<file path="src/rtl/i2csw_pkg.sv">
package i2csw_pkg;
  localparam int BYTE_W = 8;
  localparam int CNT_W  = $clog2(BYTE_W + 1);
  localparam logic [CNT_W-1:0] CNT_FULL = CNT_W'(BYTE_W);

  typedef enum logic [2:0] {
    ST_IDLE,
    ST_ADDR,
    ST_AACK,
    ST_WDAT,
    ST_WACK,
    ST_RDAT,
    ST_RACK,
    ST_SKIP
  } sw_state_e;
endpackage

</file>
<file path="src/rtl/i2csw_sync.sv">
module i2csw_sync #(
  parameter int STAGES = 2
) (
  input  logic clk,
  input  logic arst_n,
  input  logic scl_in,
  input  logic sda_in,
  output logic rst_sync_n,
  output logic sda_s,
  output logic scl_rise,
  output logic scl_fall,
  output logic start_evt,
  output logic stop_evt
);
  localparam int LINES = 2;  // index 0 = clock line, 1 = data line

  logic [1:0]       rst_pipe;
  logic [LINES-1:0] pin_raw;
  logic [LINES-1:0] pin_s;
  logic [LINES-1:0] pin_p;

  // reset: asserted at once, released after two clocks
  always_ff @(posedge clk or negedge arst_n) begin
    if (!arst_n) rst_pipe <= '0;
    else         rst_pipe <= {rst_pipe[0], 1'b1};
  end
  assign rst_sync_n = rst_pipe[1];

  assign pin_raw = {sda_in, scl_in};

  for (genvar g = 0; g < LINES; g++) begin : g_line
    logic [STAGES-1:0] chain;
    always_ff @(posedge clk or negedge rst_sync_n) begin
      if (!rst_sync_n) chain <= '1;
      else             chain <= {chain[STAGES-2:0], pin_raw[g]};
    end
    assign pin_s[g] = chain[STAGES-1];
  end

  always_ff @(posedge clk or negedge rst_sync_n) begin
    if (!rst_sync_n) pin_p <= '1;
    else             pin_p <= pin_s;
  end

  assign sda_s     = pin_s[1];
  assign scl_rise  = pin_s[0] & ~pin_p[0];
  assign scl_fall  = ~pin_s[0] & pin_p[0];
  assign start_evt = pin_s[0] & pin_p[0] & pin_p[1] & ~pin_s[1];
  assign stop_evt  = pin_s[0] & pin_p[0] & ~pin_p[1] & pin_s[1];
endmodule

</file>
<file path="src/rtl/i2csw_fsm.sv">
module i2csw_fsm
  import i2csw_pkg::*;
#(
  parameter int           PFX_W    = 5,
  parameter int           STRAP_W  = 2,
  parameter logic [4:0]   PREFIX_A = 5'b11100,
  parameter logic [4:0]   PREFIX_B = 5'b11110,
  parameter int           WR_W     = 4
) (
  input  logic               clk,
  input  logic               rst_n,
  input  logic               sda_s,
  input  logic               scl_rise,
  input  logic               scl_fall,
  input  logic               start_evt,
  input  logic               stop_evt,
  input  logic               alt_sel,
  input  logic [STRAP_W-1:0] strap,
  input  logic [BYTE_W-1:0]  rd_byte,
  output logic               sda_oe,
  output logic               wr_stb,
  output logic [WR_W-1:0]    wr_bits
);
  localparam int ADDR_W = PFX_W + STRAP_W;

  sw_state_e         st_q, st_d;
  logic [CNT_W-1:0]  cnt_q, cnt_d;
  logic [BYTE_W-1:0] sh_q, sh_d;
  logic              oe_q, oe_d;
  logic              rw_q, rw_d;
  logic              ack_q, ack_d;
  logic [ADDR_W-1:0] my_addr;
  logic              addr_hit;

  assign my_addr  = {(alt_sel ? PREFIX_B[PFX_W-1:0] : PREFIX_A[PFX_W-1:0]), strap};
  assign addr_hit = (sh_q[BYTE_W-1:BYTE_W-ADDR_W] == my_addr);

  always_comb begin
    st_d   = st_q;
    cnt_d  = cnt_q;
    sh_d   = sh_q;
    oe_d   = oe_q;
    rw_d   = rw_q;
    ack_d  = ack_q;
    wr_stb = 1'b0;
    if (start_evt) begin
      st_d  = ST_ADDR;
      cnt_d = '0;
      oe_d  = 1'b0;
    end else if (stop_evt) begin
      st_d = ST_IDLE;
      oe_d = 1'b0;
    end else begin
      case (st_q)
        ST_ADDR, ST_WDAT: begin
          if (scl_rise && cnt_q != CNT_FULL) begin
            sh_d  = {sh_q[BYTE_W-2:0], sda_s};
            cnt_d = cnt_q + CNT_W'(1);
          end else if (scl_fall && cnt_q == CNT_FULL) begin
            if (st_q == ST_ADDR) begin
              if (addr_hit) begin
                st_d = ST_AACK;
                oe_d = 1'b1;
                rw_d = sh_q[0];
              end else begin
                st_d = ST_SKIP;
              end
            end else begin
              st_d   = ST_WACK;
              oe_d   = 1'b1;
              wr_stb = 1'b1;
            end
          end
        end
        ST_AACK: begin
          if (scl_fall) begin
            cnt_d = '0;
            if (rw_q) begin
              st_d = ST_RDAT;
              sh_d = rd_byte;
              oe_d = ~rd_byte[BYTE_W-1];
            end else begin
              st_d = ST_WDAT;
              oe_d = 1'b0;
            end
          end
        end
        ST_WACK: begin
          if (scl_fall) begin
            st_d  = ST_WDAT;
            cnt_d = '0;
            oe_d  = 1'b0;
          end
        end
        ST_RDAT: begin
          if (scl_rise) begin
            cnt_d = cnt_q + CNT_W'(1);
          end else if (scl_fall) begin
            if (cnt_q == CNT_FULL) begin
              st_d = ST_RACK;
              oe_d = 1'b0;
            end else begin
              sh_d = {sh_q[BYTE_W-2:0], 1'b0};
              oe_d = ~sh_q[BYTE_W-2];
            end
          end
        end
        ST_RACK: begin
          if (scl_rise) begin
            ack_d = ~sda_s;
          end else if (scl_fall) begin
            if (ack_q) begin
              st_d  = ST_RDAT;
              cnt_d = '0;
              sh_d  = rd_byte;
              oe_d  = ~rd_byte[BYTE_W-1];
            end else begin
              st_d = ST_SKIP;
            end
          end
        end
        default: ;
      endcase
    end
  end

  always_ff @(posedge clk or negedge rst_n) begin
    if (!rst_n) begin
      st_q  <= ST_IDLE;
      cnt_q <= '0;
      sh_q  <= '0;
      oe_q  <= 1'b0;
      rw_q  <= 1'b0;
      ack_q <= 1'b0;
    end else begin
      st_q  <= st_d;
      cnt_q <= cnt_d;
      sh_q  <= sh_d;
      oe_q  <= oe_d;
      rw_q  <= rw_d;
      ack_q <= ack_d;
    end
  end

  assign sda_oe  = oe_q;
  assign wr_bits = sh_q[WR_W-1:0];

  AST_OE_MOVES_AFTER_FALL: assert property (@(posedge clk) disable iff (!rst_n)
    !$stable(oe_q) |-> $past(scl_fall || start_evt || stop_evt));
  AST_WRITE_BYTE_ACKED: assert property (@(posedge clk) disable iff (!rst_n)
    wr_stb |=> oe_q);
  AST_SKIP_IS_SILENT: assert property (@(posedge clk) disable iff (!rst_n)
    (st_q == ST_SKIP) |-> !oe_q);
endmodule

</file>
<file path="src/rtl/i2csw_ctrl.sv">
module i2csw_ctrl
  import i2csw_pkg::*;
#(
  parameter int NCH = 2
) (
  input  logic                 clk,
  input  logic                 rst_n,
  input  logic                 wr_stb,
  input  logic [2*NCH-1:0]     wr_bits,
  input  logic                 stop_evt,
  input  logic [NCH-1:0]       irq_n,
  output logic [NCH-1:0]       chan_en,
  output logic [BYTE_W-1:0]    rd_byte
);
  localparam int IRQ_LSB = 2 * NCH;

  logic [NCH-1:0] pend_q, pend_d;
  logic [NCH-1:0] keep_q, keep_d;
  logic [NCH-1:0] chan_q, chan_d;

  always_comb begin
    pend_d = pend_q;
    keep_d = keep_q;
    chan_d = chan_q;
    if (wr_stb) begin
      pend_d = wr_bits[NCH-1:0];
      keep_d = wr_bits[IRQ_LSB-1:NCH];
    end
    if (stop_evt) chan_d = pend_q;
  end

  always_ff @(posedge clk or negedge rst_n) begin
    if (!rst_n) begin
      pend_q <= '0;
      keep_q <= '0;
      chan_q <= '0;
    end else begin
      pend_q <= pend_d;
      keep_q <= keep_d;
      chan_q <= chan_d;
    end
  end

  always_comb begin
    rd_byte                        = '0;
    rd_byte[NCH-1:0]               = chan_q;
    rd_byte[IRQ_LSB-1:NCH]         = keep_q;
    rd_byte[IRQ_LSB+NCH-1:IRQ_LSB] = ~irq_n;
  end

  assign chan_en = chan_q;

  AST_EN_ONLY_AT_STOP: assert property (@(posedge clk) disable iff (!rst_n)
    !$stable(chan_q) |-> $past(stop_evt));
endmodule

</file>
<file path="src/rtl/i2csw_top.sv">
module i2csw_top
  import i2csw_pkg::*;
#(
  parameter int         NCH         = 2,
  parameter int         SYNC_STAGES = 2,
  parameter logic [4:0] PREFIX_A    = 5'b11100,
  parameter logic [4:0] PREFIX_B    = 5'b11110
) (
  input  logic           clk,
  input  logic           rst_n,
  input  logic           scl_in,
  input  logic           sda_in,
  output logic           sda_oe,
  input  logic [1:0]     addr_strap,
  input  logic           alt_prefix,
  input  logic [NCH-1:0] irq_n,
  output logic [NCH-1:0] chan_en
);
  localparam int WR_W = 2 * NCH;

  logic              rst_sync_n;
  logic              sda_s, scl_rise, scl_fall, start_evt, stop_evt;
  logic              wr_stb;
  logic [WR_W-1:0]   wr_bits;
  logic [BYTE_W-1:0] rd_byte;

  i2csw_sync #(.STAGES(SYNC_STAGES)) i_sync (
    .clk(clk), .arst_n(rst_n), .scl_in(scl_in), .sda_in(sda_in),
    .rst_sync_n(rst_sync_n), .sda_s(sda_s), .scl_rise(scl_rise),
    .scl_fall(scl_fall), .start_evt(start_evt), .stop_evt(stop_evt)
  );

  i2csw_fsm #(
    .PFX_W(5), .STRAP_W(2), .PREFIX_A(PREFIX_A), .PREFIX_B(PREFIX_B), .WR_W(WR_W)
  ) i_fsm (
    .clk(clk), .rst_n(rst_sync_n), .sda_s(sda_s), .scl_rise(scl_rise),
    .scl_fall(scl_fall), .start_evt(start_evt), .stop_evt(stop_evt),
    .alt_sel(alt_prefix), .strap(addr_strap), .rd_byte(rd_byte),
    .sda_oe(sda_oe), .wr_stb(wr_stb), .wr_bits(wr_bits)
  );

  i2csw_ctrl #(.NCH(NCH)) i_ctrl (
    .clk(clk), .rst_n(rst_sync_n), .wr_stb(wr_stb), .wr_bits(wr_bits),
    .stop_evt(stop_evt), .irq_n(irq_n), .chan_en(chan_en), .rd_byte(rd_byte)
  );
endmodule

</file>
<file path="config.mk">
export PLATFORM = sky130hd
export DESIGN_NAME = i2csw_top
export DESIGN_NICKNAME = d
export VERILOG_FILES = /design/src/rtl/i2csw_pkg.sv /design/src/rtl/i2csw_sync.sv /design/src/rtl/i2csw_fsm.sv /design/src/rtl/i2csw_ctrl.sv /design/src/rtl/i2csw_top.sv
export SDC_FILE = /design/constraint.sdc
export NUM_CORES = 1
export LEC_CHECK = 0
export ABC_AREA = 1
export BUFFER_PORTS_ARGS = -buffer_cell sky130_fd_sc_hd__buf_2
export CAP_MARGIN = 20
export CORE_MARGIN = 1.5
export CORE_UTILIZATION = 55
export DETAILED_ROUTE_END_ITERATION = 7
export PLACE_DENSITY = 0.77
export SETUP_SLACK_MARGIN = 0.3
export SYNTH_ARGS = -nofsm -noshare
export SYNTH_HDL_FRONTEND = slang
export SYNTH_SLANG_ARGS = --single-unit
</file>
<file path="constraint.sdc">
create_clock -name clk -period 1.6 [get_ports clk]
set_input_delay 0.08 -clock clk [delete_from_list [all_inputs] [get_ports clk]]
set_output_delay 0.08 -clock clk [all_outputs]
set_load 0.01 [all_outputs]
</file>
### Yosys cells after proc, flatten, opt, wreduce, memory -nomap -nowiden

Cells that the tools add are included.

* mux-type cells: 58
* $add $sub $neg: 1
* equal/unequal tests: 36
* reduce and logical (&&, ||, !) cells: 13
* bitwise operators: 16

Operators by type and width (count)
* two-way mux 8 bit: 9
* two-way mux 3 bit: 14
* two-way mux 4 bit: 8
* one-hot mux 8 bit (4 select lines): 1
* inequality test 4 x 1 -> 1 bit (second input constant): 7
* two-way mux 1 bit: 21
* one-hot mux 4 bit (4 select lines): 1
* inequality test 3 x 1 -> 1 bit (second input constant): 5
* one-hot mux 3 bit (5 select lines): 1
* inequality test 2 x 1 -> 1 bit (second input constant): 6
* AND reduction 12 bit: 1
* AND reduction 11 bit: 1
* AND reduction 10 bit: 1
* == test 3 bit (second input constant): 3
* inequality test 2 bit (second input constant): 4
* inequality test 4 x 3 -> 1 bit (second input constant): 2
* inverter 1 bit: 8
* AND reduction 8 bit: 1
* bitwise AND 1 bit: 7
* == test 7 bit: 1
* AND reduction 7 bit: 1
* nonzero test 7 bit: 1
* == test 3 x 2 -> 1 bit (second input constant): 2
* inequality test 5 x 2 -> 1 bit (second input constant): 1
* other kinds (14): 17

* word-level logic and storage cells: 137
* output and inout bits: 3
* input port bits: 9
* register bits: 32

### Logic depth before layout (Yosys ltp)

* depth in word-level cells: 9
* mapped depth: 12
* mapped depth without buffers: 12

### Hierarchy

A second synthesis with hierarchy kept.

* cells, all modules: 280
* area total of the unflattened synthesis: 1968.1 µm²

Modules (own cells, without submodules)
* i2csw_fsm: instances 1, cells an instance 227, seq. area each 450.4 µm², area an instance 1448.9 µm²
* i2csw_ctrl: instances 1, cells an instance 33, seq. area each 150.1 µm², area an instance 266.5 µm²
* i2csw_sync: instances 1, cells an instance 20, seq. area each 207.7 µm², area an instance 252.7 µm²

### Worst setup path before layout

No wires, ideal clock.

* kind: reg2reg
* start point: register i_sync.pin_p[0]
* end point: register i_fsm.sh_q[7]
* setup time: 0.118 ns
* path slack: 0.008 ns
* period minus slack after synthesis: 1.592 ns
* path buffers: 0
* arrival: 1.474 ns
* required time: 1.482 ns
* cell stages (with the launch flop): 10
* path through: dfstp_2 -> inv_1 -> nor2_1 -> inv_1 -> nand2_1 -> nand2_1 -> nor3_4 -> nand2_4 -> nand2_1 -> nand2_1

* longest elaborated chain between the ends: 5
* elaborated cells on any way between the ends: 18
* those cells by class: 6 x eq/ne; 10 x bitwise; 2 x reduce/logical

Ends and longest elaborated chain
* start, declared: RTL line i2csw_sync.sv:20 `logic [LINES-1:0] pin_p;`
* start signal, assigned: RTL line i2csw_sync.sv:42 `else pin_p <= pin_s;`
* inverter 1 bit or bitwise AND 1 bit (tied branches): RTL line i2csw_sync.sv:46, i2csw_sync.sv:48, i2csw_sync.sv:49
* bitwise AND 1 bit (on tied branches): RTL line i2csw_sync.sv:46, i2csw_sync.sv:48, i2csw_sync.sv:49
* logical AND 1 bit, or another cell as far along: RTL line i2csw_fsm.sv:56 `if (scl_rise && cnt_q != CNT_FULL) begin`
* inequality test 2 x 1 -> 1 bit (no source line) or inverter 1 bit (tied branches)
* AND reduction 12 bit (no source line) *
* end signal, assigned: RTL line i2csw_fsm.sv:131 `sh_q <= '0;`
* end signal, assigned: RTL line i2csw_fsm.sv:138 `sh_q <= sh_d;`
* end, declared: RTL line i2csw_fsm.sv:28 `logic [BYTE_W-1:0] sh_q, sh_d;`

Every way passes the cells marked *; elsewhere a longest branch is shown, timed or not.
A chain may end at the register's enable or synchronous reset.

### Worst setup path in the final report

* start point: register i_fsm.cnt_q[0]
* end point: register i_fsm.st_q[1]

* longest elaborated chain between the ends: 4
* elaborated cells on any way between the ends: 8
* those cells by class: 5 x eq/ne; 3 x reduce/logical

Ends and longest elaborated chain
* start, declared: RTL line i2csw_fsm.sv:27 `logic [CNT_W-1:0] cnt_q, cnt_d;`
* start signal, assigned: RTL line i2csw_fsm.sv:137 `cnt_q <= cnt_d;`
* inequality test 4 bit or == test 4 bit (tied branches): RTL line i2csw_fsm.sv:56, i2csw_fsm.sv:59, i2csw_fsm.sv:99
* logical AND 1 bit (on tied branches): RTL line i2csw_fsm.sv:56, i2csw_fsm.sv:59
* inequality test 4 x 2 -> 1 bit (no source line) or inequality test 4 x 1 -> 1 bit (tied branches)
* AND reduction 10 bit (no source line) *
* end signal, assigned: RTL line i2csw_fsm.sv:136 `st_q <= st_d;`
* end, declared: RTL line i2csw_fsm.sv:26 `sw_state_e st_q, st_d;`

Marked as above.

==> flow_metrics.tcl <==
set metrics [dict create \
    outcome "complete, no violations" \
    via_count_of_the_first_global_routing_pass 1735 \
    ant_nets 0 \
    syn_area_per_cell_sq_um 7.36 \
    cts_tree "built" \
    clkSlewWorstSetupHoldPaths_ns 0.12 \
    share_of_the_clock_period_used_by_the_worst_path 0.990 \
    ctsRootBufferMaster "clkbuf_4" \
    die_area_sq_um 3600 \
    switching_share 0.470 \
    holdWs_ns 0.0390 \
    detailedRoute.firstIterationViolations 102 \
    clock_sink_count 32 \
    achievable-frequency_mhz 631 \
    ys_seq_area_frac 0.452 \
    pwr-share-seq 0.286 \
    leakage_component_of_the_power_nw 1.28 \
    comb_pwr_share 0.596 \
    drt-wirelength-per-cell_um 14.1 \
    worst_r2r_path_depth 12 \
    placedCellCount 319 \
    cell_internal_pwr_mw 2.19 \
    route.layer.met1.wl_um 2020 \
    grt_first_pass_wirelength_um 7580 \
    register_area_sq_um 811 \
    p_clk_frac 0.118 \
    syn_nets 254 \
    worst_skew_pair.late_latency_ns 0.34 \
    cp.arrival_ns 1.87 \
    postSynth.asyncResetShare 1.00 \
    finalSetupTns_ns 0 \
    yosysWarnings 0 \
    cts_buffers 5 \
    design_area_sq_um 2460 \
    period_minus_slack_ns 1.58 \
    drive_gt1_frac 0.411 \
    globalRouteTotalUtil 0.288 \
    dr_wl_met2_um 2480 \
    areaGrowthSynthToFinish_pct 37.4 \
    netlist-cell-type-count 26 \
    io_buffer_count 11 \
    unrepaired_setup_endpoints_after_global_routing "yes" \
    worst_setup_path_class "register to register" \
    hold_class "primary input to async pin" \
    routed-via-count 1826 \
    io_pins 12 \
    multi_input_gate_area_in_the_final_layout_sq_um 1010 \
    worstSetupEndpointType "register" \
    nFillCells 225 \
    critPathLaunchType "register" \
    cap_viol_max_count 0 \
    synth-seq-cells 32 \
    switchingPower_mw 1.95 \
    vdd_drop_max_mv 1.01 \
    initial_antenna_violation_count 0 \
    placed_area_sq_um 2060 \
    yosys_most_used_dff "dfrtp_1" \
    instances_no_fill 348 \
    final_max_slew_viol_count 0 \
    number_of_enable_flip_flop_cells_after_synthesis 0 \
    fin_skew_ns 0.00610 \
    drc_errors 0 \
    startpoint_of_the_worst_slack_reg_to_reg_timing_path "i_fsm.cnt_q[0]" \
    rows 20 \
    dr.max_layer_used "met4" \
    worstReg2RegEnd "i_fsm.st_q[1]" \
    place_congestion 1.01 \
    chipWidth_um 60.0 \
    die-height_um 60.0 \
    power_density_nw_per_um2 1690 \
    reg2reg_setup_slack_ns 0.02 \
    insertedDiodeCount 0 \
    vias_per_cell 5.25 \
    grt_start_max_net_pins 18 \
    max-clock-path-buffers 2 \
    drtPass1Iterations 4 \
    worst_ep_required_ns 1.89 \
    floorplan.initialDensity 0.581 \
    setup-violations-final 0 \
    drt-total-wl_um 4900 \
    crit_path_max_fanout 4 \
    netlist_area_sq_um 1790 \
    htree_num_levels 2 \
    dpl.hpwl_um 3170 \
    grt.overflow.total 0 \
    coreArea_sq_um 3080 \
    cells_after_synthesis 243 \
    met3WireLength_um 261 \
    final_nets 314 \
    final-hold-violation-count 0 \
    final_util 0.798 \
]
## cells in the mapped netlist (2+ instances only)
library cell / count / area (sq um)
inv_2: 6 / 22.5
nor2_4: 2 / 22.5
dfrtp_1: 26 / 651
buf_4: 2 / 15.0
nand2_2: 7 / 43.8
ha_1: 2 / 25.0
inv_1: 25 / 93.8
dfstp_2: 6 / 158
nand3_1: 18 / 90.1
nand2_1: 84 / 315
nand4_1: 4 / 25.0
o21ai_0: 13 / 65.1
o21ai_1: 7 / 35.0
o22ai_1: 2 / 12.5
a21oi_1: 4 / 20.0
nor2_2: 2 / 12.5
nor2_1: 24 / 90.1
## routing by layer
metal	up-vias	track usage
met5	-	0
met4	0	0.105
met3	16	0.0455
met2	68	0.491
met1	856	0.369
li1	886	-
## power groups by stage
| stage | Combinational (mW) | Clock [mW] | Sequential, mW |
|---|---|---|---|
| 6_report | 2.47 | 0.490 | 1.18 |
| 3_3_place_gp | 1.84 | 0 | 1.19 |
| 5_1_grt | 2.71 | 0.529 | 1.21 |
| 4_1_cts | 2.19 | 0.490 | 1.17 |
| 2_1_floorplan | 1.34 | 0 | 1.15 |
| 3_5_place_dp | 1.87 | 0 | 1.19 |
## cell families (layout without fill, tap and decap cells)
kind of cell | after synthesis | after routing | share of synthesized area
compound gates | 29 | 29 | 0.0917
xor+xnor | 2 | 2 | 0.00980
fa+ha+maj | 2 | 2 | 0.0140
buf+inv | 33 | 93 | 0.0735
flops | 32 | 32 | 0.452
mux | 1 | 1 | 0.00630
other cells | 1 | 1 | 0.00210
simple gates | 143 | 144 | 0.351
## flip-flops by register name (all words and copies together) (netlist names), 2 cells and up
name	cells
i_ctrl.pend_q	2
i_fsm.cnt_q	4
i_sync.pin_p	2
i_ctrl.keep_q	2
i_sync.g_line.chain	4
i_fsm.st_q	3
i_sync.rst_pipe	2
i_fsm.sh_q	8
i_ctrl.chan_en	2
## cell usage in the layout, fill, tap and decap left out, types with 2 or more instances in the layout
master,count
inv_1,20
nand3_1,15
nor2_2,8
nand2_1,71
nand3_2,3
dfrtp_2,2
clkbuf_4,5
o22ai_1,2
inv_2,10
dfrtp_1,24
nor2_1,15
o21ai_1,9
nand2_2,16
nand4_1,4
a21oi_2,2
buf_6,5
buf_2,11
dlygate4sd3_1,3
clkinvlp_4,2
o21ai_0,9
buf_4,35
nand2_4,5
o21ai_2,2
nor2_4,6
dfstp_2,6
## critical path: stages, from the launching register on
cell     delay [ns]
dfrtp_1        0.42
inv_2          0.10
ha_4           0.14
nand2_4        0.05
nor2_4         0.13
nand2_2        0.07
o21ai_1        0.13
inv_1          0.06
nor2_2         0.13
nand2_2        0.09
nand2_2        0.09
nand2_1        0.06
nand2_1        0.06
## worst max-delay path by stage
stage	from	endpoint	slack (ns)	depth (start not counted)
after global routing	i_fsm.cnt_q[0]	i_fsm.st_q[2]	-0.1	12
after detailed placement	i_fsm.st_q[2]	i_fsm.sh_q[2]	-0.006	9
final	i_fsm.cnt_q[0]	i_fsm.st_q[1]	0.02	12
after CTS	i_fsm.cnt_q[0]	i_fsm.sda_oe	0.07	12
after floorplan	i_fsm.cnt_q[0]	i_fsm.sh_q[7]	0.05	10
after global placement	i_fsm.cnt_q[0]	i_fsm.st_q[2]	0.03	12
## through the flow
step                      worst slack (ns)  total power [mW]
final                               0.0161              4.14
after global routing               -0.0954              4.45
after CTS                           0.0674              3.86
after detailed placement          -0.00618              3.06
after global placement              0.0283              3.03
after floorplan                     0.0486              2.49
## area by class of cell
class | count | share of cell area
multi-input combinational | 179 | 0.410
inverter | 31 | 0.0484
clock buffer | 5 | 0.0153
sequential | 32 | 0.330
timing repair buffer | 54 | 0.164
tap | 44 | 0.0224
clock inverter | 3 | 0.00967
## repair_timing
item,4_1_cts,5_1_grt
hold buffers,3,0
pin swaps,16,16
endpoints found under the setup margin,21,21
endpoints found under the hold margin,4,0
resized for setup,27,29
gates cloned,1,0
setup buffers,12,5
Note: power is estimated with default switching activity, not from simulation.
